**src/rtl/oneshot_pkg.sv**
```systemverilog
package oneshot_pkg;
   typedef enum logic {
      MODE_SINGLE  = 1'b0,
      MODE_RETRIG  = 1'b1
   } os_mode_e;

   // next value of a channel down-counter
   function automatic logic [31:0] next_count(
      input logic        clr,
      input logic        accept,
      input logic [31:0] cur,
      input logic [31:0] period
   );
      if (clr)              return '0;
      else if (accept)      return period;
      else if (cur != '0)   return cur - 32'd1;
      else                  return '0;
   endfunction
endpackage

```
**src/rtl/oneshot_sync_edge.sv**
```systemverilog
module oneshot_sync_edge #(
   parameter int STAGES = 2
) (
   input  logic clk,
   input  logic rst_n,
   input  logic clr,
   input  logic din,
   output logic rise
);
   logic level;
   logic prev_q;

   generate
      if (STAGES == 0) begin : g_bypass
         assign level = din;
      end else begin : g_chain
         logic [STAGES-1:0] sh_q;
         always_ff @(posedge clk or negedge rst_n) begin
            if (!rst_n)   sh_q <= '0;
            else if (clr) sh_q <= '0;
            else          sh_q <= (sh_q << 1) | STAGES'(din);
         end
         assign level = sh_q[STAGES-1];
      end
   endgenerate

   always_ff @(posedge clk or negedge rst_n) begin
      if (!rst_n)   prev_q <= 1'b0;
      else if (clr) prev_q <= 1'b0;
      else          prev_q <= level;
   end

   assign rise = level & ~prev_q;
endmodule

```
**src/rtl/oneshot_channel.sv**
```systemverilog
module oneshot_channel
   import oneshot_pkg::*;
#(
   parameter int PERIOD_W = 16
) (
   input  logic                clk,
   input  logic                rst_n,
   input  logic                clr,
   input  logic                arm_cmd,
   input  logic                period_load,
   input  logic [PERIOD_W-1:0] period_val,
   input  logic                retrig,
   input  logic                trig_rise,
   output logic                armed,
   output logic                pulse
);
   logic [PERIOD_W-1:0] period_q;
   logic [PERIOD_W-1:0] count_q;
   logic                armed_q;
   logic                accept;
   logic                done;
   os_mode_e            mode;
   logic [31:0]         cnt_next;

   assign mode   = retrig ? MODE_RETRIG : MODE_SINGLE;
   assign accept = armed_q & trig_rise & (period_q != '0) &
                   ((mode == MODE_RETRIG) | (count_q == '0));
   assign done   = (count_q == PERIOD_W'(1)) & ~accept;
   assign cnt_next = next_count(clr, accept, 32'(count_q), 32'(period_q));

   always_ff @(posedge clk or negedge rst_n) begin
      if (!rst_n) begin
         period_q <= '0;
         count_q  <= '0;
         armed_q  <= 1'b0;
      end else begin
         count_q <= cnt_next[PERIOD_W-1:0];
         if (clr)              period_q <= '0;
         else if (period_load) period_q <= period_val;
         if (clr || period_load)                 armed_q <= 1'b0;
         else if (arm_cmd)                       armed_q <= 1'b1;
         else if (done && mode == MODE_SINGLE)   armed_q <= 1'b0;
      end
   end

   assign armed = armed_q;
   assign pulse = (count_q != '0);
endmodule

```
**src/rtl/oneshot_trig_ctrl.sv**
```systemverilog
module oneshot_trig_ctrl #(
   parameter int NUM_CH      = 3,
   parameter int PERIOD_W    = 16,
   parameter int SYNC_STAGES = 2,
   parameter int STATUS_W    = 4
) (
   input  logic                       clk,
   input  logic                       rst_n,
   input  logic                       timer_clr,
   input  logic [NUM_CH-1:0]          arm_cmd,
   input  logic [NUM_CH-1:0]          period_load,
   input  logic [NUM_CH*PERIOD_W-1:0] period_val,
   input  logic [NUM_CH-1:0]          retrig_mode,
   input  logic [NUM_CH-1:0]          trig_in,
   output logic [NUM_CH-1:0]          pulse_out,
   output logic [STATUS_W-1:0]        status_word
);
   localparam int PAD_W = STATUS_W - NUM_CH;

   initial begin
      assert (NUM_CH >= 1 && NUM_CH < STATUS_W)
         else $error("NUM_CH must be 1..STATUS_W-1");
      assert (PERIOD_W >= 1 && PERIOD_W <= 32)
         else $error("PERIOD_W must be 1..32");
      assert (SYNC_STAGES >= 0 && SYNC_STAGES <= 4)
         else $error("SYNC_STAGES must be 0..4");
   end

   logic [NUM_CH-1:0] rise;
   logic [NUM_CH-1:0] armed;

   generate
      for (genvar c = 0; c < NUM_CH; c++) begin : g_ch
         oneshot_sync_edge #(.STAGES(SYNC_STAGES)) u_sync (
            .clk   (clk),
            .rst_n (rst_n),
            .clr   (timer_clr),
            .din   (trig_in[c]),
            .rise  (rise[c])
         );
         oneshot_channel #(.PERIOD_W(PERIOD_W)) u_chan (
            .clk         (clk),
            .rst_n       (rst_n),
            .clr         (timer_clr),
            .arm_cmd     (arm_cmd[c]),
            .period_load (period_load[c]),
            .period_val  (period_val[c*PERIOD_W +: PERIOD_W]),
            .retrig      (retrig_mode[c]),
            .trig_rise   (rise[c]),
            .armed       (armed[c]),
            .pulse       (pulse_out[c])
         );
      end
   endgenerate

   assign status_word = {{PAD_W{1'b0}}, armed};
endmodule

```
**config.mk**
```make
export PLATFORM = sky130hd
export DESIGN_NAME = oneshot_trig_ctrl
export DESIGN_NICKNAME = d
export VERILOG_FILES = /design/src/rtl/oneshot_pkg.sv /design/src/rtl/oneshot_sync_edge.sv /design/src/rtl/oneshot_channel.sv /design/src/rtl/oneshot_trig_ctrl.sv
export SDC_FILE = /design/constraint.sdc
export NUM_CORES = 1
export LEC_CHECK = 0
export ABC_AREA = 0
export BUFFER_PORTS_ARGS = -buffer_cell sky130_fd_sc_hd__buf_4
export CAP_MARGIN = 20
export CORE_MARGIN = 3
export CORE_UTILIZATION = 27
export DETAILED_ROUTE_END_ITERATION = 10
export GPL_ROUTABILITY_DRIVEN = 0
export SETUP_SLACK_MARGIN = 0.5
export SYNTH_ARGS = -nofsm -noshare
export SYNTH_HDL_FRONTEND = slang
export SYNTH_SLANG_ARGS = --single-unit
```
**constraint.sdc**
```tcl
create_clock -name clk -period 2.3 [get_ports clk]
set_clock_uncertainty 0.2 [all_clocks]
set_input_delay 0 -clock clk [delete_from_list [all_inputs] [get_ports clk]]
set_output_delay 0 -clock clk [all_outputs]
set_load 0.1 [all_outputs]
```
==> run_results.csv, run 1 <==
group,metric,value,unit
critical_path,reg2reg_depth,5,
detailed_routing,wl_per_cell,16.8,um
critical_path,critPathKind,"reg -> out",
global_route,grt_pass1_wl,26800,um
floorplanning,die-height,148,um
critical_path,required,2100,ps
sta,rsz0062_at_grt,"yes",
floorplanning,start_util,27.7,%
sta,hold_viol_final,0,
cts,clk_pin_slew,80,ps
critical_path,r2r-start,"g_ch[2].u_chan.count_q[9]",
run,drv_cap,0,
detailed_routing,vias,4882,
critical_path,critical_path.max_stage_delay,580,ps
sta,tns,0,ps
floorplanning,die_w,148,um
critical_path,cp-start-kind,"register",
detailed_routing,drc,0,
sta,max_clock_freq,474,MHz
worst_hold_path,hold_path.class,"in -> reg",
cells_and_area,drive_gt1_share,38.8,%
power_and_ir_drop,leakage,3.90,nW
synth,yosysMostFrequentCell,"dfrtp_1",
detailed_routing,wl,17000,um
cts,clock_latency,360,ps
cells_and_area,finalNetCount,811,
synth,syn_inst,509,
placement,io_buffers,68,
synth,synth_cell_type_count,46,
critical_path,crit_arrival,1910,ps
sta,setup_viol,0,
power_and_ir_drop,power_density,1050,nW/um2
detailed_routing,vias_per_cell,4.84,
cts,tritoncts,"built",
synth,yosysTopAreaCell,"dfrtp_1",
detailed_routing,dr.pass1.iters,4,
cts,cts_sinks,108,
synth,ys_warn_count,0,
run_status,status,"completed",
cells_and_area,area_growth,68.3,%
detailed_routing,drt-initial-drc-count,284,
cells_and_area,n_antenna_cell,0,
floorplanning,core-area,19600,um2
cells_and_area,nFillCells,1711,
critical_path,crit_fanout,4,
floorplanning,die_area,21800,um2
sta,min_period,2110,ps
placement,dp_hpwl,9660,um
sta,relSlewSlack,60.0,%
global_route,grt_max_degree,52,
cts,ctsRootBufferMaster,"clkbuf_16",
global_route,antenna_found_initial,0,
synth,synth_seq_cells,108,
floorplanning,ios,70,
synth,synth.top_cell.area_share,49.8,%
synth,synth_area_per_cell,10.7,um2
cts,cts-htree-levels,3,
synth,synthesis.area,5420,um2
critical_path,endpoint_kind,"primary output",
cts,cts_buffer_depth,2,
critical_path,crit_path_start,"g_ch[2].u_chan.count_q[5]",
synth,synth_area_leaders,"dfrtp_1, mux2i_1, nor2_1",
cts,cts_buffers,9,
sta,finalCritPeriodShare,91.8,%
detailed_routing,ant_nets,0,
power_and_ir_drop,ir_worst_vdd,0.000437,V
global_route,grt-ovfl-total,0,
critical_path,r2r_slack,190,ps
critical_path,worst_path_max_delay_cell,"or4_4",
synth,synth_edf_count,0,
synth,synthesis.nets,581,
synth,async_flop_share,100,%
synth,ys_seq_area_share,49.8,%
synth,synth_common_cells,"dfrtp_1, nor2_1, mux2i_1",
critical_path,r2r_end,"g_ch[2].u_chan.count_q[1]",
power_and_ir_drop,power.total,9.55,mW
sta,slew_viol_final,0,
floorplanning,rows,51,
critical_path,critical_path.cell_chain,"or4_4 > or3_4 > buf_12",
global_route,grt_use_total,15.2,%
sta,worstMarginPinSlew,600,ps
global_route,grt_pass1_vias,5233,
synth,ys.flop_type,"dfrtp_1",
critical_path,endpoint,"pulse_out[2]",
worst max-delay path: cells and delay by family, from the launching register on:
family / cells / cell delay [ps]
AND/OR/NAND/NOR: 2 / 1000
flip-flops: 1 / 380
buffers and inverters: 1 / 170
cell families (layout without fill, tap and decap cells):
logic type,Yosys count,in the layout,synth area share (%)
flops,108,108,49.8
compound gates,60,63,9.76
other cells,1,1,0.0692
buf+inv,41,273,3.95
xor+xnor,40,40,6.46
mux,48,48,8.86
simple gates,202,202,19.0
fa+ha+maj,9,9,2.08
flip-flops by register name, indices dropped and copies added (netlist names):
name,flops
g_ch.u_sync.g_chain.sh_q,6
g_ch.u_chan.count_q,48
g_ch.u_chan.armed,3
g_ch.u_chan.period_q,48
g_ch.u_sync.prev_q,3
layer usage:
metal,global-route usage (%),share of wire [%],wire length [um],vias to the layer above
met2,27.3,53,9010,97
met1,18.5,42,7150,2478
met4,5.64,2.1,351,0
met5,0,0,0,-
met3,2.48,2.8,479,25
li1,-,-,-,2282
report_power, final:
part	total [mW]	leakage, nW	switching, mW	internal [mW]
Clock	1.66	0.155	0.781	0.877
Combinational	5.16	2.32	2.61	2.55
Sequential	2.73	1.42	0.455	2.28
Total	9.55	3.90	3.85	5.70
worst min path at each step:
stage,from,end,cells past startpoint
2_1_floorplan,rst_n,g_ch[0].u_chan.armed,0
3_3_place_gp,rst_n,g_ch[0].u_chan.period_q[11],1
3_5_place_dp,rst_n,g_ch[0].u_chan.period_q[11],1
4_1_cts,trig_in[0],g_ch[0].u_sync.g_chain.sh_q[0],3
5_1_grt,trig_in[0],g_ch[0].u_sync.g_chain.sh_q[0],3
6_report,trig_in[0],g_ch[0].u_sync.g_chain.sh_q[0],3
cell usage in the layout (no fill, tap or decap), types with 8 or more instances in the layout:
cell type        n
nor3_1           9
dlygate4sd3_1  110
nand4_1         10
nor2_1          72
xor2_1          11
xnor2_1         29
mux2i_1         48
nor2b_1         10
nand2_1         11
clkbuf_16        9
buf_12          10
nor4_4           9
nand3_1         18
nand3_4         11
o2bb2ai_4        8
nand3_2         10
a21oi_2         15
dfrtp_1         95
dfrtp_2         13
o2bb2ai_2       22
buf_4          121
area by class of cell:
class,instances,area [um2],area share [%]
sequential,108,2720,29.8
clock inverter,7,87.6,0.960
clock buffer,9,225,2.47
tap,265,332,3.63
inverter,8,32.5,0.356
multi-input combinational,363,3400,37.2
timing repair buffer,249,2330,25.6
stage by stage:
stage               setup WS (ps)  utilization [%]  cells  area, um2  hold WS, ps
finish                        188             46.6   1009       9130          220
global route                  128             46.6   1009       9130          236
CTS                           187             44.3    993       8680          209
detailed placement           31.5             32.3    822       6320         -212
global placement             88.7             32.3    822       6320         -217
floorplan                     163                -    509       5590         -496
what timing repair did:
action / CTS / global route
endpoints found under the hold margin: 199 / 0
setup buffers: 38 / 16
endpoints found under the setup margin: 54 / 54
cloned: 7 / 0
resized for setup: 111 / 50
hold buffers: 110 / 0
pin swaps: 44 / 25
No activity file was read; power rests on OpenSTA's default activity.
==> inputs of run 2 (changes only) <==
==> constraint.sdc (replaced) <==
create_clock -name clk -period 2.3 [get_ports clk]
set_clock_uncertainty 0.2 [all_clocks]
set_input_delay 0.575 -clock clk [delete_from_list [all_inputs] [get_ports clk]]
set_output_delay 0.575 -clock clk [all_outputs]
set_load 0.1 [all_outputs]
==> run 2 against run 1 <==
  * Hold slack lost 150 ps
  * Maximum frequency shrank 19%
  * Register-to-register slack lost 140 ps
  * Critical path type unchanged
  * Wire length shrank 5.8%
  * Cell count shrank 8.9%
  * The run now ends with negative setup slack left
  * First-iteration DRC count shrank 30%
  * Via count shrank 6.2%
  * Worst setup slack lost 490 ps
  * Clock power shrank 4%
  * Total power grew 6.6%
  * Design area shrank 9.3%
  * Global-route usage shrank 0.66 points
==> run_results.csv, run 2 (synthesis gave the netlist of run 1 again) <==
group,metric,value,unit
run_status,status,"finished, violations left",
run_status,violations,"negative setup slack",
cells_and_area,nFillCells,1805,
sta,min_period,2600,ps
sta,max_clock_freq,384,MHz
cells_and_area,final_common_cell,"buf_4",
cts,cts-htree-levels,3,
critical_path,worst_path_max_delay_cell,"or4_4",
detailed_routing,wl,16000,um
sta,relSlewSlack,53.5,%
power_and_ir_drop,seqPwrFrac,26.8,%
placement,dp.cells,844,
critical_path,crit_arrival,1830,ps
cells_and_area,mostFrequentLayoutCells,"buf_4, dfrtp_1, nor2_1",
sta,rsz0062_at_grt,"yes",
global_route,grt_pass1_wl,25700,um
cts,cts_sinks,108,
global_route,grt-ovfl-total,0,
critical_path,required,1520,ps
power_and_ir_drop,power_frac_comb,57.5,%
critical_path,critical_path.max_stage_delay,540,ps
global_route,grt_max_degree,109,
cts,clk_pin_slew,70,ps
cts,postCtsHoldBufs,0,
detailed_routing,ant_nets,0,
detailed_routing,wl_per_cell,17.4,um
cells_and_area,area_growth,52.7,%
placement,dp_hpwl,9910,um
cells_and_area,multiInputGateArea,3430,um2
power_and_ir_drop,ir_worst_vdd,0.000478,V
cells_and_area,fin_cells,919,
floorplanning,rows,51,
detailed_routing,vias_per_cell,4.98,
sta,worstMarginPinSlew,698,ps
floorplanning,ios,70,
cells_and_area,finalNetCount,721,
placement,io_buffers,68,
cts,ctsRootBufferMaster,"clkbuf_16",
cells_and_area,ff_latch_area,2720,um2
sta,layout_setup_ws,-301,ps
detailed_routing,drt-initial-drc-count,199,
cells_and_area,stdcell_area,8280,um2
floorplanning,die-height,148,um
critical_path,cp-start-kind,"register",
sta,finalCritPeriodShare,113,%
critical_path,critPathKind,"reg -> out",
cells_and_area,final_util,42.3,%
placement,dpl_cell_area,6490,um2
sta,tns,-461,ps
cells_and_area,n_antenna_cell,0,
detailed_routing,vias,4581,
power_and_ir_drop,p_switching,4.02,mW
sta,slew_viol_final,0,
detailed_routing,drc,0,
critical_path,endpoint_kind,"primary output",
cts,cts_buffer_depth,2,
global_route,grt_use_total,14.6,%
cts,tritoncts,"built",
floorplanning,die_area,21800,um2
cts,clock_latency,350,ps
floorplanning,die_w,148,um
cells_and_area,top_regs,"g_ch.u_chan.count_q x48, g_ch.u_chan.period_q x48, g_ch.u_sync.g_chain.sh_q x6",
critical_path,crit_fanout,2,
power_and_ir_drop,power_density,1230,nW/um2
global_route,antenna_found_initial,0,
worst_hold_path,hold_path.class,"in -> async",
floorplanning,start_util,27.7,%
global_route,grt_pass1_vias,4936,
floorplanning,core-area,19600,um2
power_and_ir_drop,leakage,3.65,nW
run,drv_cap,0,
power_and_ir_drop,p_int,6.16,mW
cells_and_area,drive_gt1_share,50.0,%
power_and_ir_drop,sw_frac_of_total,39.5,%
detailed_routing,dr.pass1.iters,4,
critical_path,critical_path.cell_chain,"or4_4 > or3_4 > buf_12",
sta,setup_viol,3,
sta,hold_viol_final,0,
power_and_ir_drop,clkPwrFrac,15.7,%
cts,cts_buffers,9,
-- run 2: cell count changes in the layout (fill, tap and decap cells not counted), moves of 4 or more --
cell and delta:
buf_6 +23, buf_8 +5, dlygate4sd3_1 -110, nand3_1 -9, nand3_2 +17, nand3_4 -8
nor2_1 -4, xnor2_1 -5, xnor2_2 +5
-- run 2: path summary, 6_finish.rpt --
check	startpoint	end	slack, ps	depth (start not counted)
worst max-delay path	g_ch[2].u_chan.count_q[11]	pulse_out[2]	-300	3
worst min-delay path	rst_n	g_ch[2].u_chan.period_q[11]	70	2
worst max register to register	g_ch[2].u_chan.count_q[11]	g_ch[2].u_chan.count_q[1]	50	7
worst min register to register	g_ch[1].u_sync.g_chain.sh_q[0]	g_ch[1].u_sync.g_chain.sh_q[1]	280	1
max in group asynchronous	rst_n	g_ch[0].u_chan.count_q[8]	1320	2
min in group clk	trig_in[1]	g_ch[1].u_sync.g_chain.sh_q[0]	250	2
-- run 2: critical path: cells and delay by family, from the launching register on --
family                 cells  cell delay, ps
AND/OR/NAND/NOR            2             930
flip-flops                 1             380
buffers and inverters      1             170
-- run 2: power groups by stage --
stage	Clock, mW	Sequential (mW)	Combinational, mW
after floorplan	0	2.61	2.83
after global placement	0	2.65	3.54
after detailed placement	0	2.67	3.65
after CTS	1.66	2.66	5.02
after global routing	1.72	2.77	6.23
final	1.60	2.73	5.86
-- run 2: metal layers --
metal | vias up | global-route usage (%) | share of wire [%]
li1 | 2101 | - | -
met1 | 2321 | 18.9 | 44
met2 | 125 | 24.1 | 48
met3 | 34 | 3.22 | 4.8
met4 | 0 | 5.08 | 2.6
met5 | - | 0 | 0
-- run 2: what timing repair did --
item	in CTS	in global routing
gates cloned	5	0
setup buffers	32	22
setup endpoints to repair	57	56
pin swaps	51	36
resized for setup	143	59
-- run 2: per-stage QoR --
| step | hold slack, ps | power (mW) | worst slack (ps) |
|---|---|---|---|
| floorplan | 79.4 | 5.44 | -44.0 |
| global placement | 262 | 6.19 | 2.59 |
| detailed placement | 257 | 6.32 | 11.6 |
| global route | 134 | 10.7 | -337 |
| CTS | 119 | 9.34 | -327 |
| finish | 69.7 | 10.2 | -301 |
-- run 2: cell type report --
| class | instances | share of cell area (%) |
|---|---|---|
| Multi-Input combinational cell | 362 | 41.5 |
| Sequential cell | 108 | 32.8 |
| Timing Repair Buffer | 160 | 17.7 |
| Tap cell | 265 | 4.01 |
| Clock buffer | 11 | 2.93 |
| Clock inverter | 5 | 0.710 |
| Inverter | 8 | 0.363 |
==> inputs of run 3 (changes only) <==
- CORE_ASPECT_RATIO: default -> 2
- CORE_UTILIZATION: 27 -> 45
- clock period: 2.3 -> 3.2 ns (I/O delays scaled with it)
==> run 3 against run 2 <==
  * The flow now finishes without violations
  * Highest routed layer unchanged
  * Sequential share of layout area up 8.4 points
  * Wire length is 17% lower
  * Clock power shrank 28%
  * Critical endpoint unchanged
  * Largest power group unchanged
  * Die area down 38%
==> run_results.csv, run 3 (synthesis gave the netlist of run 1 again) <==
group,metric,value,unit
critical_path,worst_path_max_delay_cell,"or4_4",
floorplanning,die-height,161,um
floorplanning,die_area,13500,um2
critical_path,r2r_end,"g_ch[1].u_chan.armed",
detailed_routing,wl_per_cell,18.2,um
run,drv_cap,0,
placement,dpl_cell_area,6000,um2
critical_path,required,2200,ps
power_and_ir_drop,p_switching,2.20,mW
detailed_routing,dr.pass1.iters,4,
cts,ctsRootBufferMaster,"clkbuf_16",
power_and_ir_drop,seqPwrFrac,33.5,%
floorplanning,core-area,11800,um2
floorplanning,rows,56,
power_and_ir_drop,clkPwrFrac,20.4,%
sta,tns,0,ps
cts,tritoncts,"built",
critical_path,r2r_slack,630,ps
cells_and_area,final_common_cell,"dfrtp_1",
critical_path,reg2reg_depth,5,
power_and_ir_drop,ir_worst_vdd,0.000611,V
sta,max_clock_freq,352,MHz
detailed_routing,ant_nets,0,
detailed_routing,drc,0,
global_route,grt_pass1_wl,21600,um
critical_path,critical_path.max_stage_delay,550,ps
sta,layout_setup_ws,357,ps
global_route,grt_pass1_vias,4298,
critical_path,worst-path-buf-inv,1,
cts,cts_buffer_depth,2,
floorplanning,ios,70,
cts,clk_pin_slew,70,ps
power_and_ir_drop,power_frac_comb,46.2,%
detailed_routing,drt-initial-drc-count,163,
sta,hold_viol_final,0,
cts,clock_latency,340,ps
cts,cts_sinks,108,
cells_and_area,area_growth,20.8,%
global_route,grt_max_degree,50,
cells_and_area,drive_gt1_share,24.2,%
run_status,status,"completed",
cells_and_area,top_regs,"g_ch.u_chan.count_q x48, g_ch.u_chan.period_q x48, g_ch.u_sync.g_chain.sh_q x6",
sta,setup_viol,0,
global_route,grt_use_total,20.1,%
placement,place_ws,582,ps
global_route,grt-ovfl-total,0,
critical_path,critical_path.cell_chain,"or4_4 > or3_4 > buf_12",
power_and_ir_drop,power_density,870,nW/um2
detailed_routing,vias_per_cell,5.55,
sta,rsz0062_at_grt,"yes",
sta,finalCritPeriodShare,88.8,%
cells_and_area,n_antenna_cell,0,
placement,io_buffers,68,
sta,relSlewSlack,46.3,%
critical_path,endpoint_kind,"primary output",
cells_and_area,finalNetCount,653,
critical_path,r2r-start,"g_ch[1].u_chan.period_q[2]",
detailed_routing,wl,13300,um
power_and_ir_drop,leakage,3.05,nW
cells_and_area,mostFrequentLayoutCells,"dfrtp_1, buf_4, nor2_1",
placement,dp_hpwl,9510,um
critical_path,crit_fanout,2,
cts,cts-htree-levels,3,
cells_and_area,stdcell_area,6550,um2
power_and_ir_drop,p_int,3.50,mW
cts,postCtsHoldBufs,0,
detailed_routing,vias,4056,
worst_hold_path,hold_path.class,"in -> async",
power_and_ir_drop,sw_frac_of_total,38.6,%
critical_path,critical_path.top_delay_family,"simple AND/OR/NAND/NOR gates",
sta,min_period,2840,ps
critical_path,critPathKind,"reg -> out",
cts,cts_buffers,9,
critical_path,cp-start-kind,"register",
floorplanning,start_util,46.1,%
sta,worstMarginPinSlew,799,ps
sta,slew_viol_final,0,
global_route,antenna_found_initial,0,
critical_path,crit_arrival,1840,ps
floorplanning,die_w,83.6,um
## run 3: changes by cell type in the layout (fill, tap and decap cells not counted), sizes merged
| cell | previous run | this run |
|---|---|---|
| inv | 9 | 10 |
| buf | 160 | 94 |
| o211a | 4 | 2 |
| clkbuf | 11 | 10 |
## run 3: layer usage
metal	part of all wire, %	routed length, um	GRT usage [%]
met1	38	4990	22.2
met2	55	7300	36.7
met4	3.7	487	9.52
met5	0	0	0
met3	3.7	497	3.78
## run 3: repair_timing
| action | CTS | global route |
|---|---|---|
| setup endpoints to repair | 3 | 3 |
| pin swaps | 5 | 3 |
| buffers inserted | 11 | 8 |
| resized for setup | 13 | 13 |
## run 3: stage by stage
step	std cells	power [mW]	hold WS [ps]	utilization, %
2_1_floorplan	509	3.70	239	-
3_5_place_dp	696	4.17	271	50.9
6_report	731	5.70	278	55.7
4_1_cts	723	5.54	289	54.8
3_3_place_gp	696	4.14	270	50.9
5_1_grt	731	6.05	294	55.7
## run 3: how the worst max path moves through the flow
| stage | start | to | slack (ps) | cells past startpoint |
|---|---|---|---|---|
| final | g_ch[2].u_chan.count_q[5] | pulse_out[2] | 360 | 3 |
| after global routing | g_ch[2].u_chan.count_q[10] | pulse_out[2] | 320 | 3 |
| after CTS | g_ch[2].u_chan.count_q[10] | pulse_out[2] | 340 | 3 |
| after detailed placement | g_ch[2].u_chan.count_q[5] | pulse_out[2] | 580 | 3 |
| after global placement | g_ch[1].u_chan.period_q[2] | g_ch[1].u_chan.armed | 570 | 5 |
| after floorplan | g_ch[2].u_chan.count_q[5] | pulse_out[2] | 570 | 4 |
## run 3: final cells by class
type,instances,area (um2)
multi-input cells,360,2570
clock buffers,10,239
well taps,145,181
repair buffers,94,756
flip-flops and latches,108,2700
inverters,8,30.0
clock inverters,6,70.1
fillers,1058,5220
## run 3: power by group through the flow
stage | clock network, mW | registers [mW] | logic (mW)
after detailed placement | 0 | 1.93 | 2.25
after global placement | 0 | 1.91 | 2.23
after global routing | 1.24 | 1.94 | 2.87
after CTS | 1.18 | 1.90 | 2.46
final | 1.16 | 1.91 | 2.63
after floorplan | 0 | 1.85 | 1.84
